$ cat config.mk
export PLATFORM = sky130hd
export DESIGN_NAME = serial_wm_uart
export DESIGN_NICKNAME = d
export VERILOG_FILES = /design/src/rtl/swu_pkg.sv /design/src/rtl/swu_fifo.sv /design/src/rtl/swu_tx.sv /design/src/rtl/swu_rx.sv /design/src/rtl/serial_wm_uart.sv
export SDC_FILE = /design/constraint.sdc
export NUM_CORES = 1
export LEC_CHECK = 0
export BUFFER_PORTS_ARGS = -buffer_cell sky130_fd_sc_hd__buf_2
export CORE_ASPECT_RATIO = 1.75
export CORE_UTILIZATION = 31
export DETAILED_ROUTE_END_ITERATION = 10
export HOLD_SLACK_MARGIN = 0.02
export PLACE_DENSITY = 0.44
export SETUP_SLACK_MARGIN = 0.15
export SYNTH_ARGS = -nofsm -noshare
export SYNTH_HDL_FRONTEND = slang
export SYNTH_SLANG_ARGS = --single-unit
$ cat constraint.sdc
create_clock -name clk -period 4.7 [get_ports clk]
set_input_delay 0.235 -clock clk [delete_from_list [all_inputs] [get_ports clk]]
set_output_delay 0.235 -clock clk [all_outputs]
set_load 0.05 [all_outputs]
$ cat src/rtl/swu_pkg.sv
package swu_pkg;
    localparam int ADDR_W = 5;
    localparam int DATA_W = 8;
    localparam int DIV_W  = 16;
    localparam int WM_W   = 3;
    localparam int BIT_W  = $clog2(DATA_W);

    localparam logic [ADDR_W-1:0] OFS_TXQ  = 5'h00;
    localparam logic [ADDR_W-1:0] OFS_RXQ  = 5'h04;
    localparam logic [ADDR_W-1:0] OFS_TCFG = 5'h08;
    localparam logic [ADDR_W-1:0] OFS_RCFG = 5'h0C;
    localparam logic [ADDR_W-1:0] OFS_IEN  = 5'h10;
    localparam logic [ADDR_W-1:0] OFS_IPND = 5'h14;
    localparam logic [ADDR_W-1:0] OFS_BAUD = 5'h18;

    typedef enum logic [1:0] {PH_IDLE, PH_START, PH_DATA, PH_STOP} phase_e;

    typedef struct packed {
        logic             tx_en;
        logic             two_stop;
        logic [WM_W-1:0]  tx_wm;
        logic             rx_en;
        logic [WM_W-1:0]  rx_wm;
        logic [1:0]       ie;
        logic [DIV_W-1:0] div;
    } ctl_t;
endpackage

$ cat src/rtl/swu_fifo.sv
module swu_fifo #(
    parameter int DEPTH = 8,
    parameter int W     = 8,
    localparam int CW   = $clog2(DEPTH + 1),
    localparam int PW   = $clog2(DEPTH)
) (
    input  logic          clk,
    input  logic          rst_n,
    input  logic          push,
    input  logic [W-1:0]  wdata,
    input  logic          pop,
    output logic [W-1:0]  head,
    output logic [CW-1:0] count,
    output logic          full,
    output logic          empty
);
    typedef struct packed {
        logic [DEPTH-1:0][W-1:0] mem;
        logic [PW-1:0]           rp;
        logic [PW-1:0]           wp;
        logic [CW-1:0]           cnt;
    } fifo_st_t;

    fifo_st_t st_d, st_q;
    logic do_push, do_pop;

    always_comb begin
        st_d    = st_q;
        do_push = push && (st_q.cnt != CW'(DEPTH));
        do_pop  = pop && (st_q.cnt != '0);
        if (do_push) begin
            st_d.mem[st_q.wp] = wdata;
            st_d.wp = (st_q.wp == PW'(DEPTH - 1)) ? '0 : st_q.wp + PW'(1);
        end
        if (do_pop) begin
            st_d.rp = (st_q.rp == PW'(DEPTH - 1)) ? '0 : st_q.rp + PW'(1);
        end
        if (do_push && !do_pop) st_d.cnt = st_q.cnt + CW'(1);
        else if (do_pop && !do_push) st_d.cnt = st_q.cnt - CW'(1);
    end

    always_ff @(posedge clk or negedge rst_n) begin
        if (!rst_n) st_q <= '0;
        else        st_q <= st_d;
    end

    assign head  = st_q.mem[st_q.rp];
    assign count = st_q.cnt;
    assign full  = (st_q.cnt == CW'(DEPTH));
    assign empty = (st_q.cnt == '0);
endmodule

$ cat src/rtl/swu_tx.sv
module swu_tx
    import swu_pkg::*;
(
    input  logic              clk,
    input  logic              rst_n,
    input  logic              en,
    input  logic              two_stop,
    input  logic [DIV_W-1:0]  div,
    input  logic              fifo_empty,
    input  logic [DATA_W-1:0] fifo_data,
    output logic              pop,
    output logic              txd,
    output logic              idle
);
    typedef struct packed {
        phase_e            ph;
        logic [DIV_W-1:0]  cnt;
        logic [BIT_W-1:0]  bitn;
        logic [DATA_W-1:0] sh;
        logic              second;
        logic              txd;
    } tx_st_t;

    tx_st_t st_d, st_q;
    logic tick, start_ok, load;

    always_comb begin
        st_d     = st_q;
        load     = 1'b0;
        tick     = (st_q.cnt >= div);
        start_ok = en && !fifo_empty;
        if (st_q.ph != PH_IDLE) st_d.cnt = tick ? '0 : st_q.cnt + DIV_W'(1);
        case (st_q.ph)
            PH_IDLE:  load = start_ok;
            PH_START: if (tick) begin
                st_d.ph   = PH_DATA;
                st_d.txd  = st_q.sh[0];
                st_d.sh   = {1'b0, st_q.sh[DATA_W-1:1]};
                st_d.bitn = '0;
            end
            PH_DATA: if (tick) begin
                if (st_q.bitn == BIT_W'(DATA_W - 1)) begin
                    st_d.ph     = PH_STOP;
                    st_d.txd    = 1'b1;
                    st_d.second = 1'b0;
                end else begin
                    st_d.txd  = st_q.sh[0];
                    st_d.sh   = {1'b0, st_q.sh[DATA_W-1:1]};
                    st_d.bitn = st_q.bitn + BIT_W'(1);
                end
            end
            PH_STOP: if (tick) begin
                if (two_stop && !st_q.second) st_d.second = 1'b1;
                else if (start_ok)            load = 1'b1;
                else                          st_d.ph = PH_IDLE;
            end
            default: st_d.ph = PH_IDLE;
        endcase
        if (load) begin
            st_d.ph  = PH_START;
            st_d.sh  = fifo_data;
            st_d.txd = 1'b0;
            st_d.cnt = '0;
        end
    end

    always_ff @(posedge clk or negedge rst_n) begin
        if (!rst_n) begin
            st_q     <= '0;
            st_q.txd <= 1'b1;
        end else begin
            st_q <= st_d;
        end
    end

    assign pop  = load;
    assign txd  = st_q.txd;
    assign idle = (st_q.ph == PH_IDLE);
endmodule

$ cat src/rtl/swu_rx.sv
module swu_rx
    import swu_pkg::*;
(
    input  logic              clk,
    input  logic              rst_n,
    input  logic              en,
    input  logic [DIV_W-1:0]  div,
    input  logic              rxd_async,
    output logic              push,
    output logic [DATA_W-1:0] data
);
    typedef struct packed {
        logic              s1;
        logic              s2;
        phase_e            ph;
        logic [DIV_W-1:0]  cnt;
        logic [BIT_W-1:0]  bitn;
        logic [DATA_W-1:0] sh;
    } rx_st_t;

    rx_st_t st_d, st_q;
    logic tick;

    always_comb begin
        st_d    = st_q;
        st_d.s1 = rxd_async;
        st_d.s2 = st_q.s1;
        push    = 1'b0;
        tick    = (st_q.cnt >= div);
        if (st_q.ph != PH_IDLE) st_d.cnt = st_q.cnt + DIV_W'(1);
        case (st_q.ph)
            PH_IDLE: if (en && !st_q.s2) begin
                st_d.ph  = PH_START;
                st_d.cnt = '0;
            end
            PH_START: if (st_q.cnt >= (div >> 1)) begin
                st_d.cnt  = '0;
                st_d.bitn = '0;
                st_d.ph   = st_q.s2 ? PH_IDLE : PH_DATA;
            end
            PH_DATA: if (tick) begin
                st_d.cnt = '0;
                st_d.sh  = {st_q.s2, st_q.sh[DATA_W-1:1]};
                if (st_q.bitn == BIT_W'(DATA_W - 1)) st_d.ph = PH_STOP;
                else st_d.bitn = st_q.bitn + BIT_W'(1);
            end
            PH_STOP: if (tick) begin
                st_d.cnt = '0;
                st_d.ph  = PH_IDLE;
                push     = st_q.s2;
            end
            default: st_d.ph = PH_IDLE;
        endcase
    end

    always_ff @(posedge clk or negedge rst_n) begin
        if (!rst_n) begin
            st_q    <= '0;
            st_q.s1 <= 1'b1;
            st_q.s2 <= 1'b1;
        end else begin
            st_q <= st_d;
        end
    end

    assign data = st_q.sh;
endmodule

$ cat src/rtl/serial_wm_uart.sv
module serial_wm_uart
    import swu_pkg::*;
#(
    parameter int               DEPTH     = 8,
    parameter logic [DIV_W-1:0] DIV_RESET = 16'd15
) (
    input  logic              clk,
    input  logic              rst_n,
    input  logic [ADDR_W-1:0] bus_addr,
    input  logic              bus_wr,
    input  logic              bus_rd,
    input  logic [31:0]       bus_wdata,
    output logic [31:0]       bus_rdata,
    input  logic              ser_rx,
    output logic              ser_tx,
    output logic              irq
);
    localparam int CW = $clog2(DEPTH + 1);

    ctl_t ctl_d, ctl_q;
    logic              tx_push, tx_pop, tx_full, tx_empty, tx_idle;
    logic              rx_push, rx_pop, rx_full, rx_empty;
    logic [CW-1:0]     tx_cnt, rx_cnt;
    logic [DATA_W-1:0] tx_head, rx_head, rx_byte;
    logic [1:0]        ip;
    logic              unused_wbits;

    assign unused_wbits = ^bus_wdata[31:19];
    assign tx_push = bus_wr && (bus_addr == OFS_TXQ);
    assign rx_pop  = bus_rd && (bus_addr == OFS_RXQ);

    always_comb begin
        ctl_d = ctl_q;
        if (bus_wr) begin
            case (bus_addr)
                OFS_TCFG: begin
                    ctl_d.tx_en    = bus_wdata[0];
                    ctl_d.two_stop = bus_wdata[1];
                    ctl_d.tx_wm    = bus_wdata[18:16];
                end
                OFS_RCFG: begin
                    ctl_d.rx_en = bus_wdata[0];
                    ctl_d.rx_wm = bus_wdata[18:16];
                end
                OFS_IEN:  ctl_d.ie  = bus_wdata[1:0];
                OFS_BAUD: ctl_d.div = bus_wdata[DIV_W-1:0];
                default:  ;
            endcase
        end
    end

    always_ff @(posedge clk or negedge rst_n) begin
        if (!rst_n) begin
            ctl_q     <= '0;
            ctl_q.div <= DIV_RESET;
        end else begin
            ctl_q <= ctl_d;
        end
    end

    assign ip[0] = (tx_cnt < CW'(ctl_q.tx_wm));
    assign ip[1] = (rx_cnt > CW'(ctl_q.rx_wm));
    assign irq   = |(ctl_q.ie & ip);

    always_comb begin
        bus_rdata = '0;
        case (bus_addr)
            OFS_TXQ:  bus_rdata[31] = tx_full;
            OFS_RXQ:  bus_rdata = {rx_empty, 23'b0, rx_head};
            OFS_TCFG: bus_rdata = {13'b0, ctl_q.tx_wm, 14'b0, ctl_q.two_stop, ctl_q.tx_en};
            OFS_RCFG: bus_rdata = {13'b0, ctl_q.rx_wm, 15'b0, ctl_q.rx_en};
            OFS_IEN:  bus_rdata = {30'b0, ctl_q.ie};
            OFS_IPND: bus_rdata = {30'b0, ip};
            OFS_BAUD: bus_rdata = {{(32-DIV_W){1'b0}}, ctl_q.div};
            default:  bus_rdata = '0;
        endcase
    end

    swu_fifo #(.DEPTH(DEPTH), .W(DATA_W)) u_txq (
        .clk(clk), .rst_n(rst_n), .push(tx_push), .wdata(bus_wdata[DATA_W-1:0]),
        .pop(tx_pop), .head(tx_head), .count(tx_cnt), .full(tx_full), .empty(tx_empty)
    );

    swu_tx u_ser (
        .clk(clk), .rst_n(rst_n), .en(ctl_q.tx_en), .two_stop(ctl_q.two_stop),
        .div(ctl_q.div), .fifo_empty(tx_empty), .fifo_data(tx_head),
        .pop(tx_pop), .txd(ser_tx), .idle(tx_idle)
    );

    swu_rx u_des (
        .clk(clk), .rst_n(rst_n), .en(ctl_q.rx_en), .div(ctl_q.div),
        .rxd_async(ser_rx), .push(rx_push), .data(rx_byte)
    );

    swu_fifo #(.DEPTH(DEPTH), .W(DATA_W)) u_rxq (
        .clk(clk), .rst_n(rst_n), .push(rx_push), .wdata(rx_byte),
        .pop(rx_pop), .head(rx_head), .count(rx_cnt), .full(rx_full), .empty(rx_empty)
    );
endmodule

==> results list, run 1 <==
* Clock root buffer: sky130_fd_sc_hd__clkbuf_16
- For this configuration, the core starts out at a cell density of 0.3163.
* Post-DP HPWL: 23380 um
- Count of unresolved DRC violations after routing: 0
- Counting every instance in the synthesized netlist gives 1055.
- Measured on the finished design, the core utilization comes to 0.3603.
- Worst slack, placed: 0.9055 ns
* Max cap viols: 0
- Count of endpoints failing setup in the final report: 0
- Global routing finished with a remaining overflow of 0.
- Largest incremental delay on the critical path: 0.51 ns
* GP Congestion: 0.7541
- Ranking of synthesized cells by instance count: 230 x sky130_fd_sc_hd__dfrtp_1, 182 x sky130_fd_sc_hd__mux2_2, 77 x sky130_fd_sc_hd__ha_1
* Part of the Yosys area used for sequential elements: 0.4660
* Number of DRC markers in iteration 0: 312
- Pin count of the biggest net entering global routing: 108
* Required time at the endpoint of the critical path: 5.13 ns
* Wire length reported by the detailed router: 32750 um
- Run status: complete, no violations
* Leak Pwr: 6.776 nW
- Traced cell by cell, the critical path runs through inv_1, ha_1, nand4_1, or3_1, a31oi_1, nor3_2, nor2_4, inv_2, ha_1, inv_1, ha_1, a21o_1, a21oi_1, xnor2_1, nor2_1, xor2_1.
* Count of antenna diodes in the layout: 0
* Placeable core region: 0.04029 mm^2
- CTS built an H-tree with a depth of 1.
- The worst setup path is of the register to register kind.
- Final total negative setup slack: 0 ns
- Library cell occupying the most area in the post-synthesis netlist: sky130_fd_sc_hd__dfrtp_1
* Count of pins on the block boundary: 76
* Worst Slack Setup Final: 0.9049 ns
* Number of warning messages in the yosys log: 0
* Endpoint class of the critical path: register
* Ys async rst share: 1.000
- Timing would allow up to 0.2635 GHz.
* Max rail drop VDD: 0.3095 mV
- TritonCTS created 25 clock buffers.
- Compared with the post-synthesis result, the final layout area differs by 13.91%.
- Before antenna repair, the detailed router went through 4 iterations.
- By area the synthesized netlist is led by sky130_fd_sc_hd__dfrtp_1 45%, sky130_fd_sc_hd__mux2_2 16%, sky130_fd_sc_hd__ha_1 7.6%.
- Counting I/O delays and the setup requirement, the final critical path takes 3.795 ns.
- The clock reaches the later pin of the worst-skew pair after 0.55 ns.
- Library cells used by synthesis: 70
- Netlist area before placement: 0.01275 mm^2
* Routed via count divided by cell count: 5.018
* Resized cells post-CTS: 0
* Layout filler cell count: 4077
- Counting along the longest clock path gives a buffer depth of 3.
- Per-instance average area after synthesis: 12.08 um^2
- Worst path slowest cell: sky130_fd_sc_hd__or3_1
* Dpl cells: 1617
- Filler-free cell count of the finished design: 1674
* First-pass GRT wire length: 52120 um
* Residual antenna-violating net count after detailed routing: 0
* Critical Path Start Type: register
- Number of buffers added on ports: 50
- The final route contains 8400 vias.
- The die covers 0.04196 mm^2.
- CTS sink count: 237
- Along the worst path, the maximum fanout reaches 12.
* Layout cells sized above 1: 0.3018
* Number of pins exceeding their max-slew limit in the final report: 0
- For the worst setup path, the data arrival time is 4.22 ns.
- Transition at the pin with the smallest max-transition slack: 1.113 ns
* Routed length per instance: 19.56 um
- In the global route stage, overall resource usage came out at 0.1614.
- The hold violation count in the final report is 0.
- Tightest hold margin: 0.08560 ns
- Post-layout nets: 1234
* Most common cell in the synthesized netlist: sky130_fd_sc_hd__dfrtp_1
- After synthesis the netlist holds a flip-flop and latch count of 237.
* Final worst path period share: 0.8075
- TritonCTS built the clock tree.
- Cell seen most often among critical-path stages: sky130_fd_sc_hd__ha_1
- Of the post-synthesis cell area, the dominant cell type holds 0.4516.
* Via count of the first global-routing pass: 8800
- In this run, synthesis inferred 0 flip-flops with an integrated enable.
- Die X: 155.3 um
* Max_slew headroom: 0.2515
- Total power divided by cell area: 433.7 mW/mm^2
- Number of antenna violations at the first check in global routing: 0
* Final setup skew: 0.01436 ns
- Row count: 97
- The tightest min-delay check is of the primary input to register type.
* Clock transition at path regs: 0.07 ns
- Once the clock tree was built, the setup fixing pass inserted 0 buffers.
* RSZ-0062 raised after global routing: no
* Die Y-Extent: 270.2 um
- In the synthesized netlist the dominant register cell turns out to be sky130_fd_sc_hd__dfrtp_1.
[routing by layer]
layer  global-route usage  vias to the layer above  routed length (um)
met4              0.04257                        0                 641
met3              0.01926                       29                 898
met1               0.1809                     4276               12950
li1                     -                     3978                   -
met5                    0                        -                   0
met2               0.3145                      117               18260
[cell usage in the layout (no fill, tap or decap), drive strengths merged, types with 29 or more instances in the layout]
master	synthesis	final
dfrtp	230	230
mux2	182	182
ha	77	77
nand2	69	69
buf	36	62
o21ai	47	47
inv	37	38
clkbuf	19	33
mux4	32	32
nor2	32	32
a21oi	29	29
[sequential cells by signal (all words and copies together), names as in the netlist]
signal       flops
u_txq.count      4
u_rxq.count      4
u_des.st_d       1
u_des.data       8
u_des.st_q      22
u_txq.st_q      70
ctl_q           27
u_ser.txd        1
u_rxq.st_q      70
u_ser.st_q      30
[what timing repair did]
item                                    in CTS  in global routing
hold buffers                                13                  0
endpoints found under the hold margin      117                  0
endpoints found under the setup margin       0                  0
[kinds of logic (layout without fill, tap and decap cells)]
group | count (synthesis) | after routing | synth area share
adders and majority gates | 79 | 79 | 0.07873
other | 1 | 12 | 0.0002942
DFF | 237 | 237 | 0.4660
buffers and inverters | 92 | 156 | 0.03210
xor gates and xnor gates | 16 | 16 | 0.01099
AOI/OAI and AO/OA | 160 | 160 | 0.08177
muxes | 229 | 229 | 0.2291
and+or+nand+nor | 241 | 241 | 0.1010
[per-stage QoR]
| step | total power, mW | instance area (um^2) |
|---|---|---|
| floorplan | 3.808 | 12790 |
| global route | 6.725 | 14520 |
| detailed placement | 4.337 | 13570 |
| global placement | 4.313 | 13570 |
| finish | 6.297 | 14520 |
| CTS | 6.423 | 14520 |
[final cells by class]
type,instances,area (um^2),share of cell area
well taps,544,680.7,0.04688
flip-flops and latches,237,5939,0.4091
multi-input cells,737,6447,0.4441
clock inverters,11,113.9,0.007842
inverters,37,138.9,0.009566
clock buffers,33,705.7,0.04860
repair buffers,75,493.0,0.03395
[worst paths after layout]
kind / startpoint / cells past startpoint / slack (ns) / endpoint
worst max-delay path: ctl_q[15] / 16 / 0.90 / u_txq.count[3]
worst min-delay path: bus_wdata[4] / 2 / 0.09 / u_txq.st_q[46]
worst max register to register: ctl_q[15] / 16 / 0.90 / u_txq.count[3]
worst min register to register: u_des.st_d[29] / 0 / 0.36 / u_des.st_q[29]
max in group asynchronous: rst_n / 3 / 3.14 / u_rxq.st_q[41]
min in group asynchronous: rst_n / 2 / 0.35 / u_rxq.count[2]
[where the power goes]
group / switching (mW) / leakage, nW / internal [mW] / total (mW)
clock network: 0.870 / 0.404 / 1.16 / 2.03
registers: 0.323 / 3.20 / 2.28 / 2.61
logic: 0.939 / 3.18 / 0.717 / 1.66
[worst max-delay path: cells and delay by family (launching register included)]
family                     cells  cell delay, ns
and+or+nand+nor                5            1.04
adders and majority gates      3            0.85
AOI/OAI and AO/OA              3            0.76
buffers and inverters          3            0.39
DFF                            1            0.36
xor gates and xnor gates       2            0.28
(Power assumes the default switching activity.)
==> inputs of run 2 (changes only) <==
clock period = 3.52 ns   (was 4.7 ns; I/O delays follow)
==> run 2 against run 1 <==
Routed wire length rose by 0.89%. Critical endpoint unchanged. Largest cell class unchanged. Via count rose by 2.5%. Core utilization rose by 1.3 points.
==> results list, run 2 (synthesis results as in run 1) <==
* Run status: complete, no violations (unchanged)
- Clock tree from TritonCTS: built (unchanged)
* Register area: 0.005939 mm^2 (unchanged)
- The internal power component came to 5.810 mW (was 4.164 mW).
- The cell count of the worst reg-to-reg path came to 16 (unchanged).
- Layout cells sized above 1: 0.3376 (was 0.3018)
- The post-route antenna net violation count was 0 (unchanged).
- The violation count after the first detailed-route iteration was 242 (was 312).
* Top Registers: u_rxq.st_q x70, u_txq.st_q x70, u_ser.st_q x30 (unchanged)
- Starting Density: 0.3163 (unchanged)
- The number of antenna violations at the first check in global routing is 3 (was 0).
* Via count of the first global-routing pass: 9087 (was 8800)
* Max FO, Critical Path: 3 (was 12)
- The number of cell rows is 97 (unchanged).
* Number of pins exceeding their max-slew limit in the final report: 0 (unchanged)
- Leak Pwr: 7.031 nW (was 6.776 nW)
* Area used by multi-input combinational logic: 0.006546 mm^2 (was 0.006447 mm^2)
* Total power divided by cell area: 581.4 mW/mm^2 (was 433.7 mW/mm^2)
- The first-pass iteration count of the detailed router is 4 (unchanged).
- The via count normalized by instance count was 5.010 (was 5.018).
- Wire length reported by the detailed router: 33040 um (was 32750 um)
- The number of clock sinks came to 237 (unchanged).
* Final total negative setup slack: 0 ns (unchanged)
- Count of cells along the worst hold path: 2 (unchanged)
- Number of buffers added on ports: 50 (unchanged)
* Max_slew headroom: 0.3711 (was 0.2515)
* Vias after detailed routing: 8608 (was 8400)
- The endpoint of the worst-slack reg-to-reg timing path was u_txq.count[3] (unchanged).
* Layout filler cell count: 4036 (was 4077)
- The largest net degree at the start of global routing came to 92 (was 108).
- Die X: 155.3 um (unchanged)
* Clock Power Share: 0.326 (was 0.323)
- Die Y-Extent: 270.2 um (unchanged)
- Leading cell type in the layout, fill and taps excluded: sky130_fd_sc_hd__dfrtp_1 (unchanged)
- Top library cells by usage in the layout, fill and taps aside: 230 x sky130_fd_sc_hd__dfrtp_1, 182 x sky130_fd_sc_hd__mux2_2, 75 x sky130_fd_sc_hd__ha_1 (was 230 x sky130_fd_sc_hd__dfrtp_1, 182 x sky130_fd_sc_hd__mux2_2, 77 x sky130_fd_sc_hd__ha_1).
* Critical Setup Path Class: register to register (unchanged)
- The boundary pin count is 76 (unchanged).
- Max rail drop VDD: 0.3607 mV (was 0.3095 mV)
- The placer congestion estimate is 0.7561 (was 0.7541).
- The area enclosed by the die boundary is 0.04196 mm^2 (unchanged).
- Reg2Reg Setup Slack: 0.33 ns (was 0.90 ns)
* Count of unresolved DRC violations after routing: 0 (unchanged)
- The worst reg2reg path startpoint is ctl_q[14] (was ctl_q[15]).
* Count of endpoints failing setup in the final report: 0 (unchanged)
- The clock insertion delay at the later pin of the skew report was 0.56 ns (was 0.55 ns).
- CP Launch Point: ctl_q[14] (was ctl_q[15])
- The buffer levels on the longest clock path is 3 (unchanged).
- Count of endpoints failing hold in the final timing report: 0 (unchanged)
* Cell seen most often among critical-path stages: sky130_fd_sc_hd__inv_2 (was sky130_fd_sc_hd__ha_1)
* Switching Fraction: 0.3348 (was 0.3387)
- Max cap viols: 0 (unchanged)
- The time the worst path needs with I/O delays and setup is 3.188 ns (was 3.795 ns).
- The highest clock rate was 0.3137 GHz (was 0.2635 GHz).
- Post-DP HPWL: 24200 um (was 23380 um)
- Cell-by-cell listing of the critical path: inv_2, ha_1, nand4_1, nor3_2, or4_4, nor3_4, nor2_4, inv_2, ha_4, inv_2, ha_1, a21o_1, a21oi_2, xnor2_1, nor2_1, xor2_1 (was inv_1, ha_1, nand4_1, or3_1, a31oi_1, nor3_2, nor2_4, inv_2, ha_1, inv_1, ha_1, a21o_1, a21oi_1, xnor2_1, nor2_1, xor2_1)
- Logic gate share of total power: 0.276 (was 0.263)
* Largest incremental delay on the critical path: 0.52 ns (was 0.51 ns)
* H-tree levels: 1 (unchanged)
- Post-layout nets: 1275 (was 1234)
- The endpoint required time on the critical path was 3.96 ns (was 5.13 ns).
* Placeable core region: 0.04029 mm^2 (unchanged)
- Inserted Clock Buffers: 25 (unchanged)
- Overall Global Routing Usage: 0.1616 (was 0.1614)
- PnR Total Power: 8.735 mW (was 6.297 mW)
- The share of the clock period used by the worst path after layout came to 0.9057 (was 0.8075).
- The arrival time of the worst setup path came to 3.63 ns (was 4.22 ns).
* Residual overflow from global routing: 0 (unchanged)
- The fraction of power consumed by sequential logic is 0.398 (was 0.414).
- Final setup skew: 0.02394 ns (was 0.01436 ns)
- The wire length per cell was 19.23 um (was 19.56 um).
* Transition at the pin with the smallest max-transition slack: 0.9434 ns (was 1.113 ns)
* First-pass GRT wire length: 52000 um (was 52120 um)
- Clock transition at path regs: 0.07 ns (about the same)
- RSZ-0062 raised after global routing: no (unchanged).
- Worst path slowest cell: sky130_fd_sc_hd__or4_4 (was sky130_fd_sc_hd__or3_1)
* Capture point of the critical path: u_txq.count[3] (unchanged)
- Critical Path Start Type: register (unchanged)
* Endpoint class of the critical path: register (unchanged)
- Class of the most critical hold timing path: primary input to register (unchanged)
- Area added between synthesis and finish: 17.88% (was 13.91%)
- P_sw: 2.925 mW (was 2.133 mW)
- The library cell used as clock root buffer is sky130_fd_sc_hd__clkbuf_16 (unchanged).
-- run 2: cell count changes in the layout (fill, tap and decap cells not counted), moves of 3 or more --
cell	before	now
sky130_fd_sc_hd__dlygate4sd3_1	13	17
sky130_fd_sc_hd__inv_1	36	28
sky130_fd_sc_hd__clkinv_2	6	2
sky130_fd_sc_hd__buf_4	11	46
sky130_fd_sc_hd__inv_2	1	9
sky130_fd_sc_hd__clkbuf_1	3	6
-- run 2: metal layers --
metal / share of wire / up-vias / track usage
li1: - / 4059 / -
met3: 0.031 / 53 / 0.02246
met5: 0.0014 / - / 0
met1: 0.38 / 4362 / 0.1755
met2: 0.56 / 128 / 0.3165
met4: 0.024 / 6 / 0.04850
-- run 2: final cells by class --
type | count | share of cell area
flip-flops and latches | 237 | 0.3953
clock inverters | 8 | 0.009077
diodes | 1 | 0.0001666
multi-input cells | 737 | 0.4357
well taps | 544 | 0.04530
inverters | 37 | 0.009244
clock buffers | 38 | 0.04955
repair buffers | 116 | 0.05563
-- run 2: power groups by stage --
stage	Clock (mW)	Combinational (mW)	Sequential (mW)
2_1_floorplan	0	1.76	3.34
3_3_place_gp	0	2.33	3.53
3_5_place_dp	0	2.36	3.54
4_1_cts	2.96	2.42	3.49
5_1_grt	3.04	2.70	3.54
6_report	2.84	2.41	3.48
-- run 2: worst min-delay path by stage --
stage                       from        endpoint  slack [ns]
floorplan                  rst_n       ctl_q[10]       -0.12
global placement           rst_n  u_rxq.st_q[29]        0.26
detailed placement         rst_n  u_rxq.st_q[13]        0.26
CTS                  bus_addr[4]       ctl_q[16]        0.03
global route         bus_addr[4]       ctl_q[16]        0.06
finish              bus_wdata[3]  u_txq.st_q[45]        0.06
-- run 2: per-stage QoR --
step | area (um^2) | util | std cells | hold WS [ns] | setup WS [ns]
after floorplan | 12810 | - | 1066 | -0.1196 | 0.1656
after global placement | 13880 | 0.3444 | 1652 | 0.2637 | 0.1133
after detailed placement | 13880 | 0.3444 | 1652 | 0.2578 | 0.09288
after CTS | 14950 | 0.3710 | 1715 | 0.03420 | 0.1928
after global routing | 15020 | 0.3728 | 1717 | 0.05643 | 0.1502
final | 15020 | 0.3729 | 1718 | 0.06309 | 0.3318
-- run 2: repair_timing --
action,4_1_cts,5_1_grt
setup endpoints to repair,2,2
endpoints found under the hold margin,126,0
pin swaps,0,4
hold buffers,17,0
resized for setup,4,18
setup buffers,0,2
-- run 2: critical path: cells and delay by family, from the launching register on --
kind	cells	cell delay [ns]
adders and majority gates	3	0.73
DFF	1	0.38
xor gates and xnor gates	2	0.25
and+or+nand+nor	6	1.19
AOI/OAI and AO/OA	2	0.33
buffers and inverters	3	0.22
==> inputs of run 3 (changes only) <==
CELL_PAD_IN_SITES_DETAIL_PLACEMENT = 1   (was not set)
CELL_PAD_IN_SITES_GLOBAL_PLACEMENT = 1   (was not set)
PLACE_DENSITY = 0.52   (was 0.44)
clock period = 3.3 ns   (was 3.52 ns; I/O delays follow)
==> run 3 against run 2 <==
Core utilization increased by 0.88 points. Clock power increased by 11%. Sequential cell count unchanged. First-iteration DRC count increased by 0.83%. Global-route usage increased by 1.3 points. Via count increased by 2.4%. Sequential power increased by 5%. Maximum frequency increased by 1.0%. Register-to-register slack got worse by 0.19 ns. Die area unchanged. Sequential share of layout area decreased by 0.91 points.
==> results list, run 3 (synthesis results as in run 1) <==
- The path type of the worst min-delay path was primary input to register (unchanged).
- Number of buffers added on ports: 50 (unchanged)
- Minimum period implied by the final worst setup slack: 3.155 ns (was 3.188 ns)
- Clock tree from TritonCTS: built (unchanged)
* Max cap viols: 0 (unchanged)
* Max_slew headroom: 0.3672 (was 0.3711)
* Worst slack, placed: -0.004494 ns (was 0.09288 ns)
- The via count normalized by instance count was 5.038 (was 5.010).
* Post-DP HPWL: 25130 um (was 24200 um)
- Clock transition at path regs: 0.06 ns (was 0.07 ns)
- The via count is 8811 (was 8608).
* Skew-Pair Late Insertion Delay: 0.55 ns (was 0.56 ns)
- Overall Global Routing Usage: 0.1746 (was 0.1616)
- The largest clock skew in the final design was 0.01212 ns (was 0.02394 ns).
- The total power density per cell area is 627.2 mW/mm^2 (was 581.4 mW/mm^2).
* Max rail drop VDD: 0.3760 mV (was 0.3607 mV)
- Number of pins exceeding their max-slew limit in the final report: 0 (unchanged)
- Number of antenna violations at the first check in global routing: 1 (was 3)
- Residual overflow from global routing: 0 (unchanged)
- Area added between synthesis and finish: 20.65% (was 17.88%)
* Count of endpoints failing setup in the final report: 0 (unchanged)
- Final worst path period share: 0.9562 (was 0.9057)
- The kind of start point of the critical path is a register (unchanged).
- The buffer levels on the longest clock path came to 3 (unchanged).
- The largest net degree at the start of global routing came to 91 (was 92).
- The category of the critical setup timing path is register to register (unchanged).
- Routed length per instance: 19.97 um (was 19.23 um)
- The cell count of the worst reg-to-reg path was 17 (was 16).
- The clock buffer count from CTS was 26 (was 25).
* CTS sink count: 237 (unchanged)
* Transition at the pin with the smallest max-transition slack: 0.9491 ns (was 0.9434 ns)
* Endpoint class of the critical path: register (unchanged)
- The final wirelength was 34920 um (was 33040 um).
- The global-route wire length before repair was 56440 um (was 52000 um).
- Residual antenna-violating net count after detailed routing: 0 (unchanged)
* Leading cell type in the layout, fill and taps excluded: sky130_fd_sc_hd__dfrtp_1 (unchanged)
- Final design instance area without fill: 0.01538 mm^2 (was 0.01502 mm^2)
* Worst Slack Setup Final: 0.1447 ns (was 0.3318 ns)
- Row count: 97 (unchanged)
- Top Registers: u_rxq.st_q x70, u_txq.st_q x70, u_ser.st_q x30 (unchanged).
* Via count of the first global-routing pass: 9870 (was 9087)
- The diode insertion count for antenna repair came to 0 (was 1).
- Starting Density: 0.3163 (unchanged)
* Run status: complete, no violations (unchanged)
* Count of cells along the worst hold path: 2 (unchanged)
* Count of unresolved DRC violations after routing: 0 (unchanged)
* Top library cells by usage in the layout, fill and taps aside: 230 x sky130_fd_sc_hd__dfrtp_1, 182 x sky130_fd_sc_hd__mux2_2, 81 x sky130_fd_sc_hd__buf_4 (was 230 x sky130_fd_sc_hd__dfrtp_1, 182 x sky130_fd_sc_hd__mux2_2, 75 x sky130_fd_sc_hd__ha_1)
* Clock root buffer: sky130_fd_sc_hd__clkbuf_16 (unchanged)
* Router iterations before antenna repair: 4 (unchanged)
- H-tree levels: 1 (unchanged)
* Post-layout nets: 1306 (was 1275)
* Maximum clock frequency: 0.3169 GHz (was 0.3137 GHz)
* Die Y-Extent: 270.2 um (unchanged)
* Count of pins on the block boundary: 76 (unchanged)
- The endpoint required time on the critical path is 3.72 ns (was 3.96 ns).
* Number of DRC markers in iteration 0: 244 (was 242)
- GP Congestion: 0.7700 (was 0.7561)
- The core footprint is 0.04029 mm^2 (unchanged).
- The post-placement cell area was 0.01402 mm^2 (was 0.01388 mm^2).
* Overall die area: 0.04196 mm^2 (unchanged)
- The hold violation count in the final report was 0 (unchanged).
- The highest fanout seen on the critical path is 3 (unchanged).
* Arrival time of the worst setup path: 3.58 ns (was 3.63 ns)
* RSZ-0062 raised after global routing: yes (was no)
- Layout filler cell count: 4414 (was 4036)
- Leak Pwr: 7.193 nW (was 7.031 nW)
* Layout cells sized above 1: 0.3676 (was 0.3376)
* Die X: 155.3 um (unchanged)
-- run 3: critical path: stages, from the launching register on --
cell                      delay (ns)
sky130_fd_sc_hd__dfrtp_1        0.39
sky130_fd_sc_hd__inv_2          0.11
sky130_fd_sc_hd__ha_4           0.21
sky130_fd_sc_hd__nand4_1        0.22
sky130_fd_sc_hd__buf_4          0.16
sky130_fd_sc_hd__nor3_2         0.04
sky130_fd_sc_hd__or4_4          0.45
sky130_fd_sc_hd__nor3_4         0.27
sky130_fd_sc_hd__nor2_4         0.07
sky130_fd_sc_hd__inv_4          0.08
sky130_fd_sc_hd__ha_4           0.14
sky130_fd_sc_hd__inv_4          0.04
sky130_fd_sc_hd__ha_4           0.20
sky130_fd_sc_hd__a21o_1         0.16
sky130_fd_sc_hd__a21oi_2        0.15
sky130_fd_sc_hd__xnor2_1        0.13
sky130_fd_sc_hd__nor2_1         0.07
sky130_fd_sc_hd__xor2_1         0.14
-- run 3: per-layer routing --
| metal | routed length, um | vias up | global-route usage |
|---|---|---|---|
| li1 | - | 4117 | - |
| met1 | 13980 | 4541 | 0.1987 |
| met2 | 19050 | 103 | 0.3306 |
| met3 | 892 | 48 | 0.02166 |
| met4 | 983 | 2 | 0.05831 |
| met5 | 13 | - | 0 |
-- run 3: final timing paths --
kind                           startpoint              to  slack, ns
max                             ctl_q[13]  u_txq.count[3]       0.14
min                          bus_wdata[2]  u_txq.st_q[44]       0.04
max reg2reg                     ctl_q[13]  u_txq.count[3]       0.14
min reg2reg                u_des.st_d[29]  u_des.st_q[29]       0.36
max in group asynchronous           rst_n        ctl_q[0]       2.19
min in group asynchronous           rst_n  u_rxq.count[2]       0.20
-- run 3: layout make-up --
cell class,instances,area [um^2],area share
Clock inverter,11,155.1,0.01009
Tap cell,544,680.7,0.04426
Inverter,37,143.9,0.009356
Timing Repair Buffer,146,1028,0.06688
Clock buffer,37,773.2,0.05028
Sequential cell,237,5939,0.3862
Multi-Input combinational cell,737,6658,0.4329
-- run 3: stage by stage --
step	utilization	hold WS, ns	cells	power, mW	setup TNS, ns
after detailed placement	0.3481	0.2095	1669	6.449	-0.004494
after floorplan	-	-0.1306	1066	5.474	0
after CTS	0.3769	0.02760	1736	9.744	0
final	0.3817	0.03781	1749	9.645	0
after global placement	0.3481	0.2172	1669	6.385	0
after global routing	0.3817	0.03787	1749	10.26	0
-- run 3: timing repair --
item                                    CTS  global route
endpoints found under the setup margin    3             2
hold buffers                             14             0
resized for setup                        17            13
pin swaps                                 8            12
endpoints found under the hold margin   101             0
gates cloned                              0             0
setup buffers                             5            13
-- run 3: power by group --
group	leakage, nW	switching [mW]	internal [mW]
Combinational	3.56	1.58	1.28
Sequential	3.20	0.388	3.25
Clock	0.440	1.27	1.88
Total	7.19	3.24	6.41
